===== src/rtl/pic_pkg.sv =====
// Package: shared register offsets and access decode for the interrupt aggregator.
// Assumes a 12-bit byte offset on the register port.
package pic_pkg;
    localparam int unsigned ADDR_W = 12;

    typedef enum logic [2:0] {
        ACC_NONE,
        ACC_COUNT,
        ACC_LINE,
        ACC_CLRALL,
        ACC_DIS,
        ACC_EN
    } acc_e;

    // Map a byte offset onto the register it selects.
    function automatic acc_e decode_ofs(input logic [ADDR_W-1:0] ofs);
        case (ofs)
            12'h000: decode_ofs = ACC_COUNT;
            12'h004: decode_ofs = ACC_LINE;
            12'h008: decode_ofs = ACC_CLRALL;
            12'h00C: decode_ofs = ACC_DIS;
            12'h010: decode_ofs = ACC_EN;
            default: decode_ofs = ACC_NONE;
        endcase
    endfunction
endpackage


===== src/rtl/pic_level_latch.sv =====
// Module: per-line change detector and latched level vector.
// Sets a bit on a rising change and clears it on a falling change.
// A clear request overrides both. Assumes synchronous active-low reset.
module pic_level_latch #(
    parameter int unsigned N = 32
) (
    input  logic         clk,
    input  logic         rst_n,
    input  logic [N-1:0] line_in,
    input  logic         clear_all,
    output logic [N-1:0] level_o,
    output logic [N-1:0] level_nx_o
);
    logic [N-1:0] in_q;
    logic [N-1:0] lvl_q;
    logic [N-1:0] lvl_nx;

    // Hold the previous sample of each line for change detection.
    always_ff @(posedge clk) begin
        if (!rst_n) in_q <= '0;
        else        in_q <= line_in;
    end

    for (genvar i = 0; i < N; i++) begin : g_line
        // Next latched value of one line.
        always_comb begin
            if (clear_all)                   lvl_nx[i] = 1'b0;
            else if (line_in[i] && !in_q[i]) lvl_nx[i] = 1'b1;
            else if (!line_in[i] && in_q[i]) lvl_nx[i] = 1'b0;
            else                             lvl_nx[i] = lvl_q[i];
        end
    end

    // Register the latched level vector.
    always_ff @(posedge clk) begin
        if (!rst_n) lvl_q <= '0;
        else        lvl_q <= lvl_nx;
    end

    assign level_o    = lvl_q;
    assign level_nx_o = lvl_nx;

    p_steady_hold_r2: assert property (@(posedge clk) disable iff (!rst_n)
        (!clear_all && line_in == in_q) |=> $stable(lvl_q));
    p_clear_wins_r7: assert property (@(posedge clk) disable iff (!rst_n)
        clear_all |=> (lvl_q == '0));
endmodule


===== src/rtl/pic_enable_regs.sv =====
// Module: per-line enable mask, changed one line at a time by index.
// Assumes the caller has already range-checked the index and qualified
// the set and clear strobes, which are never both high.
module pic_enable_regs #(
    parameter int unsigned N     = 32,
    parameter int unsigned IDX_W = $clog2(N)
) (
    input  logic             clk,
    input  logic             rst_n,
    input  logic             set_en,
    input  logic             clr_en,
    input  logic [IDX_W-1:0] idx,
    output logic [N-1:0]     en_o,
    output logic [N-1:0]     en_nx_o
);
    logic [N-1:0] en_q;
    logic [N-1:0] en_nx;
    logic [N-1:0] sel;

    // Turn the index into a one-hot select and apply it.
    always_comb begin
        sel   = '0;
        sel[idx] = 1'b1;
        en_nx = en_q;
        if (set_en)      en_nx = en_q | sel;
        else if (clr_en) en_nx = en_q & ~sel;
    end

    // Register the enable mask.
    always_ff @(posedge clk) begin
        if (!rst_n) en_q <= '0;
        else        en_q <= en_nx;
    end

    assign en_o    = en_q;
    assign en_nx_o = en_nx;

    p_enable_sets_r3: assert property (@(posedge clk) disable iff (!rst_n)
        set_en |=> en_q[$past(idx)]);
    p_disable_clears_r4: assert property (@(posedge clk) disable iff (!rst_n)
        clr_en |=> !en_q[$past(idx)]);
    p_mask_hold_r10: assert property (@(posedge clk) disable iff (!rst_n)
        (!set_en && !clr_en) |=> $stable(en_q));
endmodule


===== src/rtl/pic_lowest.sv =====
// Module: finds the lowest set bit of a vector; returns 0 when it is empty.
// Purely combinational.
module pic_lowest #(
    parameter int unsigned N     = 32,
    parameter int unsigned IDX_W = $clog2(N)
) (
    input  logic [N-1:0]     vec,
    output logic [IDX_W-1:0] idx_o
);
    // Scan from the top so that the lowest set bit is the last one kept.
    always_comb begin
        idx_o = '0;
        for (int i = N - 1; i >= 0; i--) begin
            if (vec[i]) idx_o = IDX_W'(i);
        end
    end
endmodule


===== src/rtl/level_irq_ctrl.sv =====
// Module: top of the interrupt aggregator. It decodes the register port,
// keeps a running count of pending lines, and registers both request outputs.
// Assumes N >= 2 and a 32-bit data bus. Reset is synchronous and active low.
module level_irq_ctrl
    import pic_pkg::*;
#(
    parameter int unsigned N         = 32,
    parameter logic [31:0] FAST_MASK = 32'h0
) (
    input  logic              clk,
    input  logic              rst_n,
    input  logic [31:0]       irq_in,
    input  logic              bus_wr,
    input  logic              bus_rd,
    input  logic [ADDR_W-1:0] bus_addr,
    input  logic [31:0]       bus_wdata,
    output logic [31:0]       bus_rdata,
    output logic              irq_o,
    output logic              fiq_o
);
    localparam int unsigned IDX_W = $clog2(N);
    localparam int unsigned CNT_W = $clog2(N + 1);

    acc_e             acc;
    logic             idx_ok;
    logic             clear_all;
    logic             set_en;
    logic             clr_en;
    logic [N-1:0]     level_q;
    logic [N-1:0]     level_nx;
    logic [N-1:0]     en_q;
    logic [N-1:0]     en_nx;
    logic [N-1:0]     pend_q;
    logic [N-1:0]     pend_nx;
    logic [IDX_W-1:0] low_idx;
    logic [CNT_W-1:0] count_q;
    logic [CNT_W-1:0] count_nx;
    logic [CNT_W-1:0] n_gain;
    logic [CNT_W-1:0] n_lose;
    logic             irq_q;
    logic             fiq_q;

    // Decode the access and qualify the write strobes.
    always_comb begin
        acc       = decode_ofs(bus_addr);
        idx_ok    = (bus_wdata < 32'(N));
        clear_all = bus_wr && (acc == ACC_CLRALL);
        set_en    = bus_wr && (acc == ACC_EN)  && idx_ok;
        clr_en    = bus_wr && (acc == ACC_DIS) && idx_ok;
    end

    pic_level_latch #(.N(N)) u_latch (
        .clk        (clk),
        .rst_n      (rst_n),
        .line_in    (irq_in[N-1:0]),
        .clear_all  (clear_all),
        .level_o    (level_q),
        .level_nx_o (level_nx)
    );

    pic_enable_regs #(.N(N), .IDX_W(IDX_W)) u_enable (
        .clk     (clk),
        .rst_n   (rst_n),
        .set_en  (set_en),
        .clr_en  (clr_en),
        .idx     (bus_wdata[IDX_W-1:0]),
        .en_o    (en_q),
        .en_nx_o (en_nx)
    );

    assign pend_q  = level_q & en_q;
    assign pend_nx = level_nx & en_nx;

    pic_lowest #(.N(N), .IDX_W(IDX_W)) u_lowest (
        .vec   (pend_q),
        .idx_o (low_idx)
    );

    // Count the lines that become pending and the ones that stop.
    always_comb begin
        n_gain = '0;
        n_lose = '0;
        for (int i = 0; i < N; i++) begin
            n_gain = n_gain + CNT_W'(pend_nx[i] & ~pend_q[i]);
            n_lose = n_lose + CNT_W'(pend_q[i] & ~pend_nx[i]);
        end
        count_nx = clear_all ? '0 : (count_q + n_gain - n_lose);
    end

    // Register the pending count and both request outputs.
    always_ff @(posedge clk) begin
        if (!rst_n) begin
            count_q <= '0;
            irq_q   <= 1'b0;
            fiq_q   <= 1'b0;
        end else begin
            count_q <= count_nx;
            irq_q   <= |pend_nx;
            fiq_q   <= |(level_nx & FAST_MASK[N-1:0]);
        end
    end

    // Read mux: mapped registers only, zero otherwise.
    always_comb begin
        bus_rdata = '0;
        if (bus_rd) begin
            case (acc)
                ACC_COUNT: bus_rdata = 32'(count_q);
                ACC_LINE:  bus_rdata = 32'(low_idx);
                default:   bus_rdata = '0;
            endcase
        end
    end

    assign irq_o = irq_q;
    assign fiq_o = fiq_q;

    p_count_pop_r5: assert property (@(posedge clk) disable iff (!rst_n)
        32'(count_q) == $countones(pend_q));
    p_clear_count_r7: assert property (@(posedge clk) disable iff (!rst_n)
        clear_all |=> (count_q == '0) && $stable(en_q));
    p_lowest_pending_r6: assert property (@(posedge clk) disable iff (!rst_n)
        (pend_q != '0) |-> (pend_q[low_idx] && ((pend_q & ((N'(1) << low_idx) - N'(1))) == '0)));
    p_irq_tracks_r8: assert property (@(posedge clk) disable iff (!rst_n)
        irq_o == (pend_q != '0));
    p_fiq_tracks_r9: assert property (@(posedge clk) disable iff (!rst_n)
        fiq_o == ((level_q & FAST_MASK[N-1:0]) != '0));
    p_reset_state_r1: assert property (@(posedge clk)
        !rst_n |=> (count_q == '0) && !irq_o && !fiq_o);
endmodule


===== config.mk =====
export PLATFORM = sky130hd
export DESIGN_NAME = level_irq_ctrl
export DESIGN_NICKNAME = d
export VERILOG_FILES = /design/src/rtl/pic_pkg.sv /design/src/rtl/pic_level_latch.sv /design/src/rtl/pic_enable_regs.sv /design/src/rtl/pic_lowest.sv /design/src/rtl/level_irq_ctrl.sv
export SDC_FILE = /design/constraint.sdc
export NUM_CORES = 1
export LEC_CHECK = 0
export CAP_MARGIN = 0
export CORE_ASPECT_RATIO = 1.25
export CORE_MARGIN = 1.5
export CORE_UTILIZATION = 55
export DETAILED_ROUTE_END_ITERATION = 8
export PLACE_DENSITY = 0.85
export RECOVER_POWER = 100
export SYNTH_ARGS = -nofsm -noshare
export SYNTH_HDL_FRONTEND = slang
export SYNTH_SLANG_ARGS = --single-unit

===== constraint.sdc =====
create_clock -name clk -period 12.4 [get_ports clk]
set_clock_uncertainty 0.05 [all_clocks]
set_input_delay 3.72 -clock clk [delete_from_list [all_inputs] [get_ports clk]]
set_output_delay 3.72 -clock clk [all_outputs]
set_load 0.005 [all_outputs]

# --- Word level (Yosys, flattened, before mapping) ---
# Index checks and enable logic that the tools add are counted.
classes:
  n_addsub: 64
  magnitude_cmp: 3
  eq_ne: 9
  mux: 135
  bitwise_logic: 134
  reduce_logical: 137
ops:
  columns: ["operator", "count"]
  rows:
  - ["bitwise AND 1 x 6 -> 6 bit", 64]
  - ["inverter 1 -> 6 bit", 64]
  - ["adder 6 bit", 63]
  - ["2-to-1 mux 5 bit", 32]
  - ["2-to-1 mux 1 bit", 97]
  - ["bitwise AND 32 bit", 3]
  - ["logical AND 1 bit", 70]
  - ["zero test 1 bit", 64]
  - ["2-to-1 mux 32 bit", 2]
  - ["less-than comparator 32 x 6 -> 1 bit, second input constant", 1]
  - ["inverter 32 bit", 1]
  - ["OR 32 bit", 1]
  - ["OR reduction 32 bit", 1]
  - ["equality test 12 x 4 -> 1 bit, second input constant", 2]
  - ["case mux 3 bit (5 select lines)", 1]
  - ["equality test 12 x 3 -> 1 bit, second input constant", 1]
  - ["equality test 12 x 5 -> 1 bit, second input constant", 1]
  - ["zero test 12 bit", 1]
  - ["case mux 6 bit (2 select lines)", 1]
  - ["equality test 3 x 2 -> 1 bit, second input constant", 2]
  - ["equality test 3 bit, second input constant", 2]
  - ["less-than comparator 5 x 6 -> 1 bit, second input constant", 1]
  - ["2-to-1 mux 6 bit", 1]
  - ["subtractor 6 bit", 1]
  - ["5 further kinds", 5]
totals:
  register_bits: 103
  inputBits: 80
  word_cells: 487

# --- Longest topological paths before layout ---
depth:
  depth_word: 43
  mapped_depth: 29
  mapped_depth_nobuf: 27

# --- Modules after synthesis ---
# A second synthesis with hierarchy kept.
hier_totals:
  cells_unflattened: 891
  area_unflattened_um2: 7377.1
modules_own_cells:
  columns: ["mod", "n_inst", "cells_each", "area_each_um2", "seq_area_each_um2"]
  rows:
  - ["level_irq_ctrl", 1, 368, 2962.8, 140.1]
  - ["pic_level_latch", 1, 266, 2463.6, 1281.2]
  - ["pic_enable_regs", 1, 194, 1585.3, 640.6]
  - ["pic_lowest", 1, 63, 365.4, 0.0]

# --- Least setup slack after synthesis ---
# OpenSTA, ideal clock, no wires.
synth_timing:
  kind: "input -> register"
  start: "input port bus_addr[11]"
  end: "register count_q[5]"
  setup_time_ps: 124
  arrival_time_ps: 10714
  setup_slack_ps: 1512
  cell_stages: 26
  path_buffers: 1
  cell_sequence: "nor4_1 -> nand3_1 -> a211oi_1 -> clkbuf_1 -> mux2i_1 -> nor2_1 -> nor2_1 -> fa_1 -> inv_1 -> fa_1 -> fa_1 -> inv_1 -> fa_1 -> inv_1 -> fa_1 -> fa_1 -> fa_1 -> inv_1 -> fa_1 -> inv_1 -> ha_1 -> fa_1 -> a21o_1 -> a21oi_1 -> xnor2_1 -> nor2_1"
synth_between:
  elab_chain_cells: 42
  word_cells_on_any_way: 210
  classes_between: "add/sub (64); eq/ne (7); mux (35); bitwise (97); reduce/logical (7)"
synth_rtl:
  columns: ["element", "line", "text"]
  rows:
  - ["start, declared", "level_irq_ctrl.sv:15", "input logic [ADDR_W-1:0] bus_addr,"]
  - ["equality test 12 x 5 -> 1 bit, or another cell as far along", "pic_pkg.sv:17", "case (ofs)"]
  - ["case mux 3 bit (5 select lines) *", "pic_pkg.sv:17", null]
  - ["equality test 3 bit", "level_irq_ctrl.sv:49", "clr_en = bus_wr && (acc == ACC_DIS) && idx_ok;"]
  - ["logical AND 1 bit (2 in series)", "level_irq_ctrl.sv:49", null]
  - ["2-to-1 mux 32 bit", "pic_enable_regs.sv:26", "else if (clr_en) en_nx = en_q & ~sel;"]
  - ["2-to-1 mux 32 bit", "pic_enable_regs.sv:25", "if (set_en) en_nx = en_q | sel;"]
  - ["bitwise AND 32 bit", "level_irq_ctrl.sv:72", "assign pend_nx = level_nx & en_nx;"]
  - ["bitwise AND 1 x 6 -> 6 bit or inverter 1 -> 6 bit (tied branches)", "level_irq_ctrl.sv:84, level_irq_ctrl.sv:85", null]
  - ["adder 6 bit or bitwise AND 1 x 6 -> 6 bit (tied branches)", "level_irq_ctrl.sv:84, level_irq_ctrl.sv:85", null]
  - ["adder 6 bit, on equally long branches (30 in series)", "level_irq_ctrl.sv:84, level_irq_ctrl.sv:85", null]
  - ["adder 6 bit, on equally long branches", "level_irq_ctrl.sv:87, level_irq_ctrl.sv:85", null]
  - ["subtractor 6 bit", "level_irq_ctrl.sv:87", "count_nx = clear_all ? '0 : (count_q + n_gain - n_lose);"]
  - ["end signal, assigned", "level_irq_ctrl.sv:97", "count_q <= count_nx;"]
  - ["end, declared", "level_irq_ctrl.sv:36", "logic [CNT_W-1:0] count_q;"]
# Every way passes the cells marked *; elsewhere a longest branch is shown, timed or not.
# A chain may end at the register's enable or synchronous reset.

# --- Worst setup path after layout ---
layout_timing:
  start: "input port bus_addr[2]"
  end: "register count_q[5]"
# Same word-level chain as after synthesis.

==> metrics.yaml <==
sta:
  tns_ns: 0
  setup-violations-final: 0
  period_needed_ns: 11.60
  timing.fmax_mhz: 86.2
  worst_pin_slew_ns: 2.94
  slew_violations: 86
  rsz0062_at_grt: "false"
  setup_ws_ns: 0.801
  period_share_pct: 93.5
  maxSlewHeadroom_pct: -95.7
  hold_viol_final: 0
grt:
  antenna_found_initial: 0
  grt_max_degree: 86
  grt_pass1_wl_um: 31300
  grt_use_total_pct: 28.8
  grt_pass1_vias: 6086
  gr-total-overflow: 0
setup_path:
  crit_required_ns: 12.56
  max_stage_delay_ns: 0.80
  cp-start-kind: "input pin"
  cp_max_fo: 26
  worstSetupEndpointType: "flip-flop"
  path_buf_inv: 6
  worstPathArrival_ns: 11.76
  cp_common_cell: "fa_1"
  worstSetupPathType: "input pin to flip-flop"
  r2r_setup_slack_ns: 5.53
  slowest_stage: "dlygate4sd3_1"
  critical_path.top_delay_family: "adder cells"
clocking:
  cts.path.max_buffers: 2
  ctsResizeCount: 0
  ctsHoldBuffers: 0
  htree_levels: 3
  clockRootBuffer: "clkbuf_16"
  cts_tree: "built"
  clkLatencyLatePin_ns: 0.36
  post_cts_buffers: 0
  cts_inserted_buffers: 9
  path_clk_slew_ns: 0.08
  clkSinkCount: 103
synthesis:
  netlist.area_leader.share_pct: 27.7
  synth.top_cells.by_area: "dfxtp_1 (28%), fa_1 (16%), inv_1 (5.2%)"
  ys_ff_latch: 103
  synth_ff_type: "dfxtp_1"
  synth.largest_area_cell: "dfxtp_1"
  synth_cell_types: 54
  synth-async-reset-ratio_pct: 0
  yosysWarnings: 0
  synth_cells: 858
  synth_edf_count: 0
  synthesis.area_um2: 7430
  syn_avg_cell_area_um2: 8.66
  yosysSeqAreaShare_pct: 27.7
die:
  die_h_um: 133
  start_util_pct: 56.2
  pin_count: 114
  core_area_um2: 13200
  std_cell_rows: 47
  die_w_um: 107
  die_area_um2: 14200
run:
  drv_cap: 1
drt:
  dr_wl_met2_um: 9590
  ant_nets: 0
  drtIter0Drc: 486
  route.detailed.drc: 0
  met1_length_um: 7660
  first_pass_iters: 5
  via_per_inst: 5.65
  dr_wl_met3_um: 1360
  drt_wl_total_um: 19500
  via_count: 6286
  routed.top_layer: "met4"
  wire_per_inst_um: 17.5
min_path:
  min_path_type: "flip-flop to flip-flop"
layout:
  drive_gt1_share_pct: 5.94
  diodes: 0
  area_delta_synth_final_pct: 17.6
  final_nets: 1089
  fin_cells: 1113
status:
  status: "complete, but fails checks"
  violations: "max-capacitance violations, max-slew violations"
place:
  gp_congestion: 0.969
  place_ws_ns: 0.536
  hpwl_um: 15600
  io_buffers: 86
  dp.cells: 1097
power_and_ir_drop:
  p_leak_nw: 3.72
  p_per_area_nw_per_um2: 84.9
  ir_worst_vdd_uv: 61.9
-- cell usage after synthesis (3+ instances only) --
cell and instances:
nand2_1 78, a31oi_1 3, ha_1 13, nor3_1 17
and2_1 54, nand4_1 8, nor4_1 32, nand3_1 18
nor4_4 7, nor2b_1 38, maj3_1 16, xnor2_1 4
clkbuf_1 30, buf_4 27, or3_1 5, a21o_1 18
or2_2 5, and3_1 20, inv_1 103, buf_1 3
o2111ai_1 26, nor2_1 70, o211ai_1 4, dfxtp_1 103
a21boi_0 4, a22oi_1 3, mux2i_1 31, clkbuf_2 3
fa_1 59, o21ai_0 19, buf_2 4, a21oi_1 8
-- cell families after synthesis --
logic type / synth area share [%]
other: 0.0505
buffers and inverters: 10.1
xor gates and xnor gates: 0.707
DFF: 27.7
adders and majority gates: 20.2
AOI/OAI and AO/OA: 9.71
and+or+nand+nor: 27.1
muxes: 4.38
-- metrics by stage --
stage               hold slack, ns  power (W)  area, um^2  utilization, %
floorplan                    0.452   0.000403        7530               -
detailed placement           0.481   0.000439        8440            63.8
finish                       0.501   0.000742        8740            66.1
global placement             0.464   0.000437        8440            63.8
global route                 0.540   0.000766        8740            66.1
CTS                          0.501   0.000743        8750            66.1
-- path summary, 6_finish.rpt --
check                                         from                end  cells after the start
worst max-delay path                   bus_addr[2]         count_q[5]                     26
worst min-delay path             u_enable.en_o[18]  u_enable.en_o[18]                      2
worst max register to register  u_latch.level_o[1]         count_q[5]                     23
worst min register to register   u_enable.en_o[18]  u_enable.en_o[18]                      2
-- per-layer routing --
layer | GRT usage [%] | vias to the layer above
met5 | 0 | -
met4 | 13.1 | 0
met3 | 5.02 | 57
met2 | 49.8 | 309
met1 | 34.5 | 2946
li1 | - | 2974
-- power by group --
part           switching [W]  internal (W)   total, W
Clock               0.000146      0.000163   0.000310
Combinational      0.0000375     0.0000429  0.0000804
Sequential        0.00000822      0.000344   0.000352
Total               0.000192      0.000550   0.000742
-- final cells by class --
cell class,instances,area [um^2]
Fill cell,1112,4490
Clock buffer,10,229
Sequential cell,103,2060
Clock inverter,6,86.3
Timing Repair Buffer,109,1030
Inverter,103,387
Tap cell,171,214
Multi-Input combinational cell,611,4730
-- worst reg2reg max path, delay by kind of cell, from the launching register on --
kind                     cells  cell delay (ns)
flip-flops                   1             0.38
AND/OR/NAND/NOR              4             0.62
AO/OA/AOI/OAI                2             0.36
buffers and inverters        5             0.29
XOR/XNOR                     1             0.13
adder cells (fa/ha/maj)     11             4.90
-- flip-flops by register name, indices dropped and copies added (netlist names) --
register and cells:
u_latch.in_q 32, u_enable.en_o 32, irq_o 1, u_latch.level_o 32, count_q 6
-- cells in the final DEF (no fill, tap or decap), drive strengths merged, types with 27 or more instances in the layout --
master,Yosys,routed
mux2i,31,31
inv,103,107
conb,1,27
nor4,39,39
fa,59,59
and2,54,54
nor2,70,70
nand2,78,78
clkdlybuf4s50,0,78
dfxtp,103,103
nor2b,38,38
Note: power is estimated with default switching activity, not from simulation.
